$ cat src/rtl/dcl_pkg.sv
`timescale 1ns/1ps
package dcl_pkg;
    localparam int PAD_W   = 4;
    localparam int VAL_W   = 12;
    localparam int FRAME_W = PAD_W + VAL_W;

    typedef enum logic [2:0] {
        ST_COLLECT,
        ST_LEAD,
        ST_SHIFT,
        ST_TAIL,
        ST_STROBE
    } dcl_state_e;
endpackage

$ cat src/rtl/dcl_word_store.sv
`timescale 1ns/1ps
module dcl_word_store #(
    parameter int N_DEV = 4,
    parameter int VAL_W = 12,
    parameter int SEL_W = (N_DEV > 1) ? $clog2(N_DEV) : 1
) (
    input  logic             clk,
    input  logic             rst_n,
    input  logic             wr_en,
    input  logic [VAL_W-1:0] wr_data,
    input  logic [SEL_W-1:0] rd_sel,
    output logic [VAL_W-1:0] rd_data,
    output logic             last_wr
);
    logic [VAL_W-1:0] mem_q [N_DEV];
    logic [SEL_W-1:0] wr_ptr_q;

    assign last_wr = wr_en && (wr_ptr_q == SEL_W'(N_DEV - 1));

    always_ff @(posedge clk) begin
        if (!rst_n)
            wr_ptr_q <= '0;
        else if (wr_en)
            wr_ptr_q <= last_wr ? '0 : wr_ptr_q + 1'b1;
    end

    for (genvar i = 0; i < N_DEV; i++) begin : g_slot
        always_ff @(posedge clk) begin
            if (wr_en && wr_ptr_q == SEL_W'(i))
                mem_q[i] <= wr_data;
        end
    end

    assign rd_data = (int'(rd_sel) < N_DEV) ? mem_q[rd_sel] : '0;


    wr_ptr_range_chk: assert property (@(posedge clk) disable iff (!rst_n)
        int'(wr_ptr_q) < N_DEV);
endmodule

$ cat src/rtl/dcl_bit_pick.sv
`timescale 1ns/1ps
module dcl_bit_pick #(
    parameter int PAD_W = 4,
    parameter int VAL_W = 12,
    parameter int POS_W = $clog2(PAD_W + VAL_W)
) (
    input  logic [VAL_W-1:0] word,
    input  logic [POS_W-1:0] pos,
    output logic             bit_o
);
    always_comb begin
        bit_o = 1'b0;
        for (int i = 0; i < VAL_W; i++) begin
            if (int'(pos) == PAD_W + i)
                bit_o = word[VAL_W-1-i];
        end
    end
endmodule

$ cat src/rtl/dcl_chain_loader.sv
`timescale 1ns/1ps
module dcl_chain_loader
    import dcl_pkg::*;
#(
    parameter int N_DEV       = 4,
    parameter int HALF_CLKS   = 5,
    parameter int STROBE_CLKS = 3
) (
    input  logic             clk,
    input  logic             rst_n,
    input  logic             in_valid,
    output logic             in_ready,
    input  logic [VAL_W-1:0] in_data,
    output logic             busy,
    output logic             dac_sync_n,
    output logic             dac_sclk,
    output logic             dac_sdin,
    output logic             dac_ldac_n
);
    localparam int TOTAL_BITS = FRAME_W * N_DEV;
    localparam int IDX_W      = $clog2(TOTAL_BITS + 1);
    localparam int SEL_W      = (N_DEV > 1) ? $clog2(N_DEV) : 1;
    localparam int POS_W      = $clog2(FRAME_W);
    localparam int TCNT_MAX   = (HALF_CLKS > STROBE_CLKS) ? HALF_CLKS : STROBE_CLKS;
    localparam int TCNT_W     = $clog2(TCNT_MAX + 1);

    dcl_state_e        state_q, state_d;
    logic [TCNT_W-1:0] tcnt_q;
    logic [IDX_W-1:0]  bit_idx_q;
    logic              sync_n_q, sclk_q, sdin_q, ldac_n_q, busy_q;

    logic              accept, last_wr, tmo, last_bit, pick_bit;
    logic [IDX_W-1:0]  pick_idx;
    logic [SEL_W-1:0]  rd_sel;
    logic [POS_W-1:0]  pick_pos;
    logic [VAL_W-1:0]  rd_word;

    assign in_ready = (state_q == ST_COLLECT);
    assign accept   = in_valid && in_ready;
    assign tmo      = (tcnt_q == '0);
    assign last_bit = (bit_idx_q == IDX_W'(TOTAL_BITS - 1));
    assign pick_idx = (state_q == ST_COLLECT) ? '0 : bit_idx_q + 1'b1;
    assign rd_sel   = SEL_W'(pick_idx / IDX_W'(FRAME_W));
    assign pick_pos = POS_W'(pick_idx % IDX_W'(FRAME_W));

    dcl_word_store #(.N_DEV(N_DEV), .VAL_W(VAL_W), .SEL_W(SEL_W)) store_i (
        .clk     (clk),
        .rst_n   (rst_n),
        .wr_en   (accept),
        .wr_data (in_data),
        .rd_sel  (rd_sel),
        .rd_data (rd_word),
        .last_wr (last_wr)
    );

    dcl_bit_pick #(.PAD_W(PAD_W), .VAL_W(VAL_W), .POS_W(POS_W)) pick_i (
        .word  (rd_word),
        .pos   (pick_pos),
        .bit_o (pick_bit)
    );

    always_comb begin
        state_d = state_q;
        unique case (state_q)
            ST_COLLECT: if (accept && last_wr)           state_d = ST_LEAD;
            ST_LEAD:    if (tmo)                         state_d = ST_SHIFT;
            ST_SHIFT:   if (tmo && !sclk_q && last_bit)  state_d = ST_TAIL;
            ST_TAIL:    if (tmo)                         state_d = ST_STROBE;
            ST_STROBE:  if (tmo)                         state_d = ST_COLLECT;
            default:                                     state_d = ST_COLLECT;
        endcase
    end

    always_ff @(posedge clk) begin
        if (!rst_n) state_q <= ST_COLLECT;
        else        state_q <= state_d;
    end

    always_ff @(posedge clk) begin
        if (!rst_n) begin
            tcnt_q    <= '0;
            bit_idx_q <= '0;
            sync_n_q  <= 1'b1;
            sclk_q    <= 1'b1;
            sdin_q    <= 1'b0;
            ldac_n_q  <= 1'b1;
            busy_q    <= 1'b0;
        end else begin
            if (accept) busy_q <= 1'b1;
            unique case (state_q)
                ST_COLLECT: begin
                    if (accept && last_wr) begin
                        sync_n_q  <= 1'b0;
                        sclk_q    <= 1'b1;
                        sdin_q    <= pick_bit;
                        bit_idx_q <= '0;
                        tcnt_q    <= TCNT_W'(HALF_CLKS - 1);
                    end
                end
                ST_LEAD: begin
                    if (tmo) begin
                        sclk_q <= 1'b0;
                        tcnt_q <= TCNT_W'(HALF_CLKS - 1);
                    end else begin
                        tcnt_q <= tcnt_q - 1'b1;
                    end
                end
                ST_SHIFT: begin
                    if (tmo) begin
                        tcnt_q <= TCNT_W'(HALF_CLKS - 1);
                        if (sclk_q) begin
                            sclk_q <= 1'b0;
                        end else if (last_bit) begin
                            sclk_q   <= 1'b1;
                            sync_n_q <= 1'b1;
                        end else begin
                            sclk_q    <= 1'b1;
                            bit_idx_q <= bit_idx_q + 1'b1;
                            sdin_q    <= pick_bit;
                        end
                    end else begin
                        tcnt_q <= tcnt_q - 1'b1;
                    end
                end
                ST_TAIL: begin
                    if (tmo) begin
                        ldac_n_q <= 1'b0;
                        tcnt_q   <= TCNT_W'(STROBE_CLKS - 1);
                    end else begin
                        tcnt_q <= tcnt_q - 1'b1;
                    end
                end
                ST_STROBE: begin
                    if (tmo) begin
                        ldac_n_q <= 1'b1;
                        busy_q   <= 1'b0;
                    end else begin
                        tcnt_q <= tcnt_q - 1'b1;
                    end
                end
                default: ;
            endcase
        end
    end

    assign busy       = busy_q;
    assign dac_sync_n = sync_n_q;
    assign dac_sclk   = sclk_q;
    assign dac_sdin   = sdin_q;
    assign dac_ldac_n = ldac_n_q;


    idle_sclk_high_chk: assert property (@(posedge clk) disable iff (!rst_n)
        dac_sync_n |-> dac_sclk);

    sdin_hold_chk: assert property (@(posedge clk) disable iff (!rst_n)
        !dac_sclk |-> $stable(dac_sdin));

    ldac_after_sync_chk: assert property (@(posedge clk) disable iff (!rst_n)
        !dac_ldac_n |-> dac_sync_n);

    busy_cover_chk: assert property (@(posedge clk) disable iff (!rst_n)
        (!dac_sync_n || !dac_ldac_n) |-> busy);

    ready_idle_chk: assert property (@(posedge clk) disable iff (!rst_n)
        in_ready |-> (dac_sync_n && dac_ldac_n));
endmodule

$ cat config.mk
export PLATFORM = sky130hd
export DESIGN_NAME = dcl_chain_loader
export DESIGN_NICKNAME = d
export VERILOG_FILES = /design/src/rtl/dcl_pkg.sv /design/src/rtl/dcl_word_store.sv /design/src/rtl/dcl_bit_pick.sv /design/src/rtl/dcl_chain_loader.sv
export SDC_FILE = /design/constraint.sdc
export NUM_CORES = 1
export LEC_CHECK = 0
export BUFFER_PORTS_ARGS = -buffer_cell sky130_fd_sc_hd__buf_4
export CAP_MARGIN = 20
export CORE_ASPECT_RATIO = 1.75
export CORE_MARGIN = 2
export CORE_UTILIZATION = 40
export DETAILED_ROUTE_END_ITERATION = 8
export HOLD_SLACK_MARGIN = 0.12
export SYNTH_ARGS = -nofsm -noshare
export SYNTH_HDL_FRONTEND = slang
export SYNTH_SLANG_ARGS = --single-unit
$ cat constraint.sdc
create_clock -name clk -period 2.75 [get_ports clk]
set_input_delay 0.55 -clock clk [delete_from_list [all_inputs] [get_ports clk]]
set_output_delay 0.55 -clock clk [all_outputs]
set_load 0.05 [all_outputs]
==> results of run 1 <==
how the worst max path moves through the flow:
stage	startpoint	cells past startpoint	slack (ns)	to
after floorplan	state_q[2]	5	0.37	store_i.mem_q[0][0]
after global placement	bit_idx_q[0]	10	0.31	dac_sdin
after detailed placement	bit_idx_q[0]	10	0.29	dac_sdin
after CTS	bit_idx_q[0]	9	0.28	dac_sdin
after global routing	bit_idx_q[0]	10	0.05	dac_sdin
final	bit_idx_q[0]	10	0.27	dac_sdin
power by group:
group | internal (uW) | total [uW] | switching [uW]
registers | 1310 | 1380 | 73.2
clock network | 701 | 1120 | 415
logic | 359 | 1040 | 680
total | 2370 | 3540 | 1170
critical path: stages (launching register included):
cell and delay (ns):
dfxtp_1 0.39, ha_1 0.30, buf_4 0.17, and3_1 0.26
nor3_1 0.07, a21oi_1 0.30, a21oi_1 0.12, a211oi_1 0.25
o21ai_0 0.11, o32a_1 0.33, o21ai_1 0.12
routing by layer:
layer / part of all wire [%] / wire length (um) / up-vias
met5: 0 / 0 / -
met4: 2.9 / 220 / 0
met3: 3.3 / 251 / 16
met2: 54 / 4120 / 42
met1: 39 / 2970 / 1207
li1: - / - / 1214
layout make-up:
class | count | area (um^2)
Sequential cell | 68 | 1840
Multi-Input combinational cell | 215 | 1410
Clock inverter | 6 | 63.8
Fill cell | 751 | 4270
Timing Repair Buffer | 38 | 298
Clock buffer | 10 | 229
Tap cell | 92 | 115
Inverter | 8 | 32.5
layout by cell type (no fill, tap or decap), types with 2 or more instances in the layout:
cell and n:
and2_1 5, a221oi_1 2, and3_1 8, inv_1 7, o21ai_0 16, xor2_1 3
o211a_1 2, o221ai_1 3, a21oi_1 24, clkbuf_16 9, edfxtp_1 48, a211oi_1 4
nor2_1 29, nand3_1 8, nor2b_1 4, xnor2_1 4, clkinv_2 2, o22ai_1 3
clkinvlp_4 2, nand2_1 23, nor3_1 8, o21ai_1 3, a31oi_1 4, a22oi_1 3
mux2i_1 20, nor3b_1 2, ha_1 7, buf_4 37, dfxtp_1 20, nand2b_1 5
flip-flops by register name, indices dropped and copies added, names as in the netlist, 2 cells and up:
signal	count
tcnt_q	3
state_q	3
store_i.mem_q	48
store_i.wr_ptr_q	2
bit_idx_q	7
logic make-up after synthesis:
kind of cell               Yosys count  synth area share, %
xor gates and xnor gates             7                 1.82
muxes                               23                 7.37
DFF                                 68                 54.5
and+or+nand+nor                    101                 15.3
buffers and inverters               25                 3.74
adders and majority gates            7                 2.59
AOI/OAI and AO/OA                   77                 14.6
metrics by stage:
step | area (um^2) | total power (uW) | cells | util, %
2_1_floorplan | 3380 | 2120 | 308 | -
3_3_place_gp | 3700 | 2430 | 421 | 44.8
3_5_place_dp | 3700 | 2450 | 421 | 44.8
4_1_cts | 3990 | 3570 | 437 | 48.3
5_1_grt | 3990 | 3730 | 437 | 48.3
6_report | 3990 | 3540 | 437 | 48.3
==> key figures, run 1 <==
Global routing
  – GRT overflow: 0
  – First-pass GRT wire length: 12400 um
  – Gr busiest metal: met2
  – Antenna violations before repair: 0
  – Met2 Use GR: 30.7%
  – Largest net degree at the start of global routing: 16
  – Grt met3 use: 4.03%
  – Vias in the first global route: 2463
  – Tot GR Track Use: 17.9%
  – Grt met1 use: 20.4%

STA
  – Fmax: 0.403 GHz
  – Min Hold Slack: 0.418 ns
  – Slew Viols, Final: 0
  – Max-slew headroom: 66.7%
  – Worst Setup Slack, final: 0.270 ns
  – Final setup vio count: 0
  – Period utilisation layout: 90.2%
  – Fin crit period: 2.48 ns
  – Clk_skew: 0.00859 ns
  – Hold Fails Final Rpt: 0
  – Worst slew pin tran: 0.500 ns
  – RSZ-0062 raised after global routing: false
  – Setup TNS Final: 0 ns

Yosys
  – Predominant post-synthesis flop cell: edfxtp_1
  – Unique masters post-synth: 55
  – EDFF count, synth: 48
  – FFs w/ async S/R, synth: 0%
  – Post-synthesis sequential area ratio: 54.5%
  – Mean Syn Cell Area: 11.0 um^2
  – Seq cells post-synth: 68
  – Post-synth top area cell: edfxtp_1
  – Commonest cells in the netlist: 48 x edfxtp_1, 29 x nor2_1, 24 x a21oi_1, 23 x nand2_1
  – Syn Std Cell Area: 3380 um^2
  – Yosys top cell area share: 42.7%
  – Synth top area cells: edfxtp_1 43%, dfxtp_1 12%, mux2i_1 5.9%, a21oi_1 3.6%, nor2_1 3.2%
  – Most frequent cell after synthesis: edfxtp_1
  – Syn Nets: 330
  – Cells after Synth: 308
  – Yosys warnings: 0

Detailed routing
  – Vias: 2479
  – # DRC: 0
  – 1st-iter DRT viols: 135
  – WL/cell: 17.3 um
  – WL final: 7560 um
  – Via/cell ratio: 5.67
  – DRT Pass-1 Iters: 4
  – Post-route ant nets: 0

Setup path
  – Crit path launch type: register
  – Worst-path maximum fanout: 7
  – Worst setup EP type: register
  – RR Startpoint: bit_idx_q[0]
  – R2R cell count: 10
  – R2r endpoint: dac_sdin
  – WP data required: 3.01 ns
  – Worst Path Arrival: 2.74 ns
  – Setup Crit Path Kind: reg2reg
  – R2R setup slack: 0.27 ns

Die
  – Starting Density: 40.9%
  – IO Count: 21
  – Rows: 44
  – Chip Height: 126 um
  – Full die area: 9220 um^2
  – Die X: 73.5 um
  – Core area: 8260 um^2

Min path
  – HP Start: in_data[11]
  – Hold Path Depth: 1
  – Hold crit path type: in2reg
  – Sink of the worst hold path: store_i.mem_q[3][11]

Clocking
  – Post-CTS sizing: 0
  – Clock transition at path regs: 0.05 ns
  – CTS tree: yes
  – Num CTS Buffers: 9
  – Hold_buf cts: 0
  – Worst-Skew Late Latency: 0.33 ns
  – Root Buffer: clkbuf_16
  – Maximum buffer depth of the clock tree: 2
  – CTS Sinks: 68
  – H-tree Lvls: 3
  – Setup Fix Bufs, Post-CTS: 0

Outcome
  – Status: finished, final reports clean

Placement
  – Input/output buffers: 20
  – Post-DP HPWL: 5540 um
  – Routability cong.: 0.888
  – Post-place setup slack: 0.292 ns

Flow run
  – Max_cap viols: 0

Final layout
  – N_diodes: 0
  – Final net count: 362
  – Area added between synthesis and finish: 18.1%
  – Share of layout cells above drive strength 1: 18.0%

Power and ir drop
  – Power per cell area: 887 nW/um^2
  – P_leak: 0.00144 uW
  – Maximum VDD drop: 0.542 mV
(Power assumes the default switching activity.)
==> run 2: changes to the inputs <==
--- a/config.mk
+++ b/config.mk
@@ -14,4 +14,5 @@
 export HOLD_SLACK_MARGIN = 0.12
 export SYNTH_ARGS = -nofsm -noshare
 export SYNTH_HDL_FRONTEND = slang
+export SYNTH_HIERARCHICAL = 1
 export SYNTH_SLANG_ARGS = --single-unit
==> run 2 against run 1 <==
Critical path depth rose by 1. Wire length fell by 22%. Cell count fell by 19%. Worst setup slack got worse by 0.16 ns. Flip-flop and latch count did not move. Clock power barely moved. Cell area fell by 5.2%. Via count fell by 22%. Core utilization rose by 1.7 points. Largest power group unchanged.
==> key figures, run 2 <==
Outcome
  – Status: finished, final reports clean

Yosys
  – Seq cells post-synth: 68
  – Post-synth top area cell: edfxtp_1
  – Mean Syn Cell Area: 13.8 um^2
  – Unique masters post-synth: 53
  – Yosys warnings: 6
  – Commonest cells in the netlist: 48 x edfxtp_1, 20 x dfxtp_1, 15 x nor2_1, 14 x nand2_1, 11 x mux4_2
  – Syn Std Cell Area: 3120 um^2
  – Synth top area cells: edfxtp_1 46%, dfxtp_1 13%, mux4_2 7.9%, ha_1 2.8%, mux4_1 2.5%
  – Syn Nets: 248
  – Cells after Synth: 226
  – Yosys top cell area share: 46.2%
  – Predominant post-synthesis flop cell: edfxtp_1
  – Most frequent cell after synthesis: edfxtp_1
  – Post-synthesis sequential area ratio: 59.0%
  – FFs w/ async S/R, synth: 0%
  – EDFF count, synth: 48

STA
  – Final setup vio count: 0
  – Hold Fails Final Rpt: 0
  – Period utilisation layout: 95.8%
  – Worst Setup Slack, final: 0.115 ns
  – Slew Viols, Final: 0
  – Fmax: 0.379 GHz
  – Clk_skew: 0.00490 ns
  – Max-slew headroom: 57.8%
  – Worst slew pin tran: 0.634 ns
  – Fin crit period: 2.64 ns

Final layout
  – Final core occ: 50.0%
  – N_diodes: 0
  – Area added between synthesis and finish: 21.1%
  – Share of layout cells above drive strength 1: 28.4%
  – Final net count: 285
  – Largest reg by FF count: store_i/mem_q
  – Biggest regs: store_i/mem_q (48), bit_idx_q (7)
  – Fin area: 3780 um^2
  – Most frequent cells in the layout: 48 x edfxtp_1, 32 x buf_4, 17 x dfxtp_1
  – FILL cells: 662
  – Commonest non-fill, non-tap cell in the layout: edfxtp_1
  – Max FFs per register: 48

Placement
  – Routability cong.: 0.838
  – Post-DP Area: 3460 um^2
  – Input/output buffers: 20
  – Post-DP HPWL: 4210 um
  – Post-place setup slack: 0.0542 ns

Global routing
  – Antenna violations before repair: 0
  – Tot GR Track Use: 15.1%
  – Largest net degree at the start of global routing: 19
  – GRT overflow: 0
  – First-pass GRT wire length: 9580 um
  – Vias in the first global route: 1935

Die
  – Core area: 7570 um^2
  – Chip Height: 121 um
  – IO Count: 21
  – Full die area: 8560 um^2
  – Starting Density: 41.3%
  – Rows: 42
  – Die X: 70.8 um

Clocking
  – Hold_buf cts: 0
  – Clock transition at path regs: 0.06 ns
  – Num CTS Buffers: 9
  – Root Buffer: clkbuf_16
  – CTS tree: yes
  – H-tree Lvls: 3
  – Worst-Skew Late Latency: 0.33 ns
  – CTS Sinks: 68
  – Maximum buffer depth of the clock tree: 2

Detailed routing
  – Post-route ant nets: 0
  – # DRC: 0
  – DRT Pass-1 Iters: 4
  – Vias: 1930
  – Via/cell ratio: 5.42
  – WL/cell: 16.6 um
  – 1st-iter DRT viols: 36
  – WL final: 5900 um

Min path
  – Hold crit path type: in2reg

Setup path
  – Worst-path maximum fanout: 3
  – Worst setup EP type: register
  – Setup Crit Path Kind: reg2reg
  – WP data required: 2.96 ns
  – Worst Path Arrival: 2.84 ns
  – Crit path launch type: register

Power and ir drop
  – Power per cell area: 792 nW/um^2
  – P_leak: 0.00135 uW
  – Maximum VDD drop: 0.496 mV

Flow run
  – Max_cap viols: 0
-- run 2: cell count changes after synthesis, moves of 4 or more --
cell,change
nand3_1,-4
nor2_1,-14
nand2_1,-9
clkbuf_1,-6
mux2i_1,-15
a21oi_1,-17
o21ai_0,-8
nor3_1,-4
mux4_2,+10
and3_1,-8
-- run 2: final timing paths --
path / start / endpoint / slack [ns] / cells past startpoint
worst max-delay path: bit_idx_q[1] / dac_sdin / 0.11 / 11
worst min-delay path: in_data[0] / store_i/mem_q[2][0] / 0.42 / 1
worst max register to register: bit_idx_q[1] / dac_sdin / 0.11 / 11
worst min register to register: bit_idx_q[6] / bit_idx_q[6] / 0.47 / 1
-- run 2: stage by stage --
step	hold slack (ns)	instances	setup TNS, ns	total power (uW)
6_report	0.421	356	0	3000
4_1_cts	0.402	356	0	3040
3_3_place_gp	0.464	340	0	1930
3_5_place_dp	0.467	340	0	1930
2_1_floorplan	0.440	226	-0.0253	1740
5_1_grt	0.411	356	-0.0124	3130
-- run 2: worst max-delay path, cell delays in order, from the launching register on --
cell and delay, ns:
dfxtp_2 0.33, ha_2 0.19, nand3_2 0.09, xor2_2 0.18, nor2_4 0.14, buf_6 0.13
mux4_2 0.48, mux4_2 0.50, nand2b_4 0.15, a32o_1 0.20, nand2_1 0.05, mux2i_1 0.06
-- run 2: logic make-up (layout without fill, tap and decap cells) --
kind of cell / after synthesis / in the layout / share of synthesized area [%]
xor+xnor: 6 / 6 / 1.68
flops: 68 / 68 / 59.0
buf+inv: 18 / 60 / 2.80
compound gates: 41 / 41 / 9.70
fa+ha+maj: 7 / 7 / 2.80
mux: 20 / 20 / 12.4
simple gates: 66 / 66 / 11.6
-- run 2: cell type report --
class | instances | area, um^2 | area share (%)
well taps | 88 | 110 | 2.91
flip-flops and latches | 68 | 1850 | 48.8
repair buffers | 35 | 274 | 7.24
inverters | 9 | 33.8 | 0.893
multi-input cells | 140 | 1230 | 32.6
clock buffers | 11 | 233 | 6.15
clock inverters | 5 | 52.6 | 1.39
-- run 2: where the power goes --
group          internal [uW]  leakage (uW)  total (uW)  switching [uW]
Combinational            256      0.000617         619             363
Clock                    695      0.000131        1100             403
Sequential              1230      0.000604        1280            52.9
Total                   2180       0.00135        3000             819
-- run 2: per-layer routing --
layer / track usage (%) / wire length, um
met3: 4.07 / 192
met2: 26.4 / 3240
met4: 8.02 / 136
met1: 16.5 / 2330
met5: 0 / 0
-- run 2: repair_timing --
| action | in CTS | in global routing |
|---|---|---|
| endpoints found under the hold margin | 0 | 0 |
| setup endpoints to repair | 0 | 1 |
| gates resized for setup | 0 | 11 |
| setup buffers | 0 | 0 |
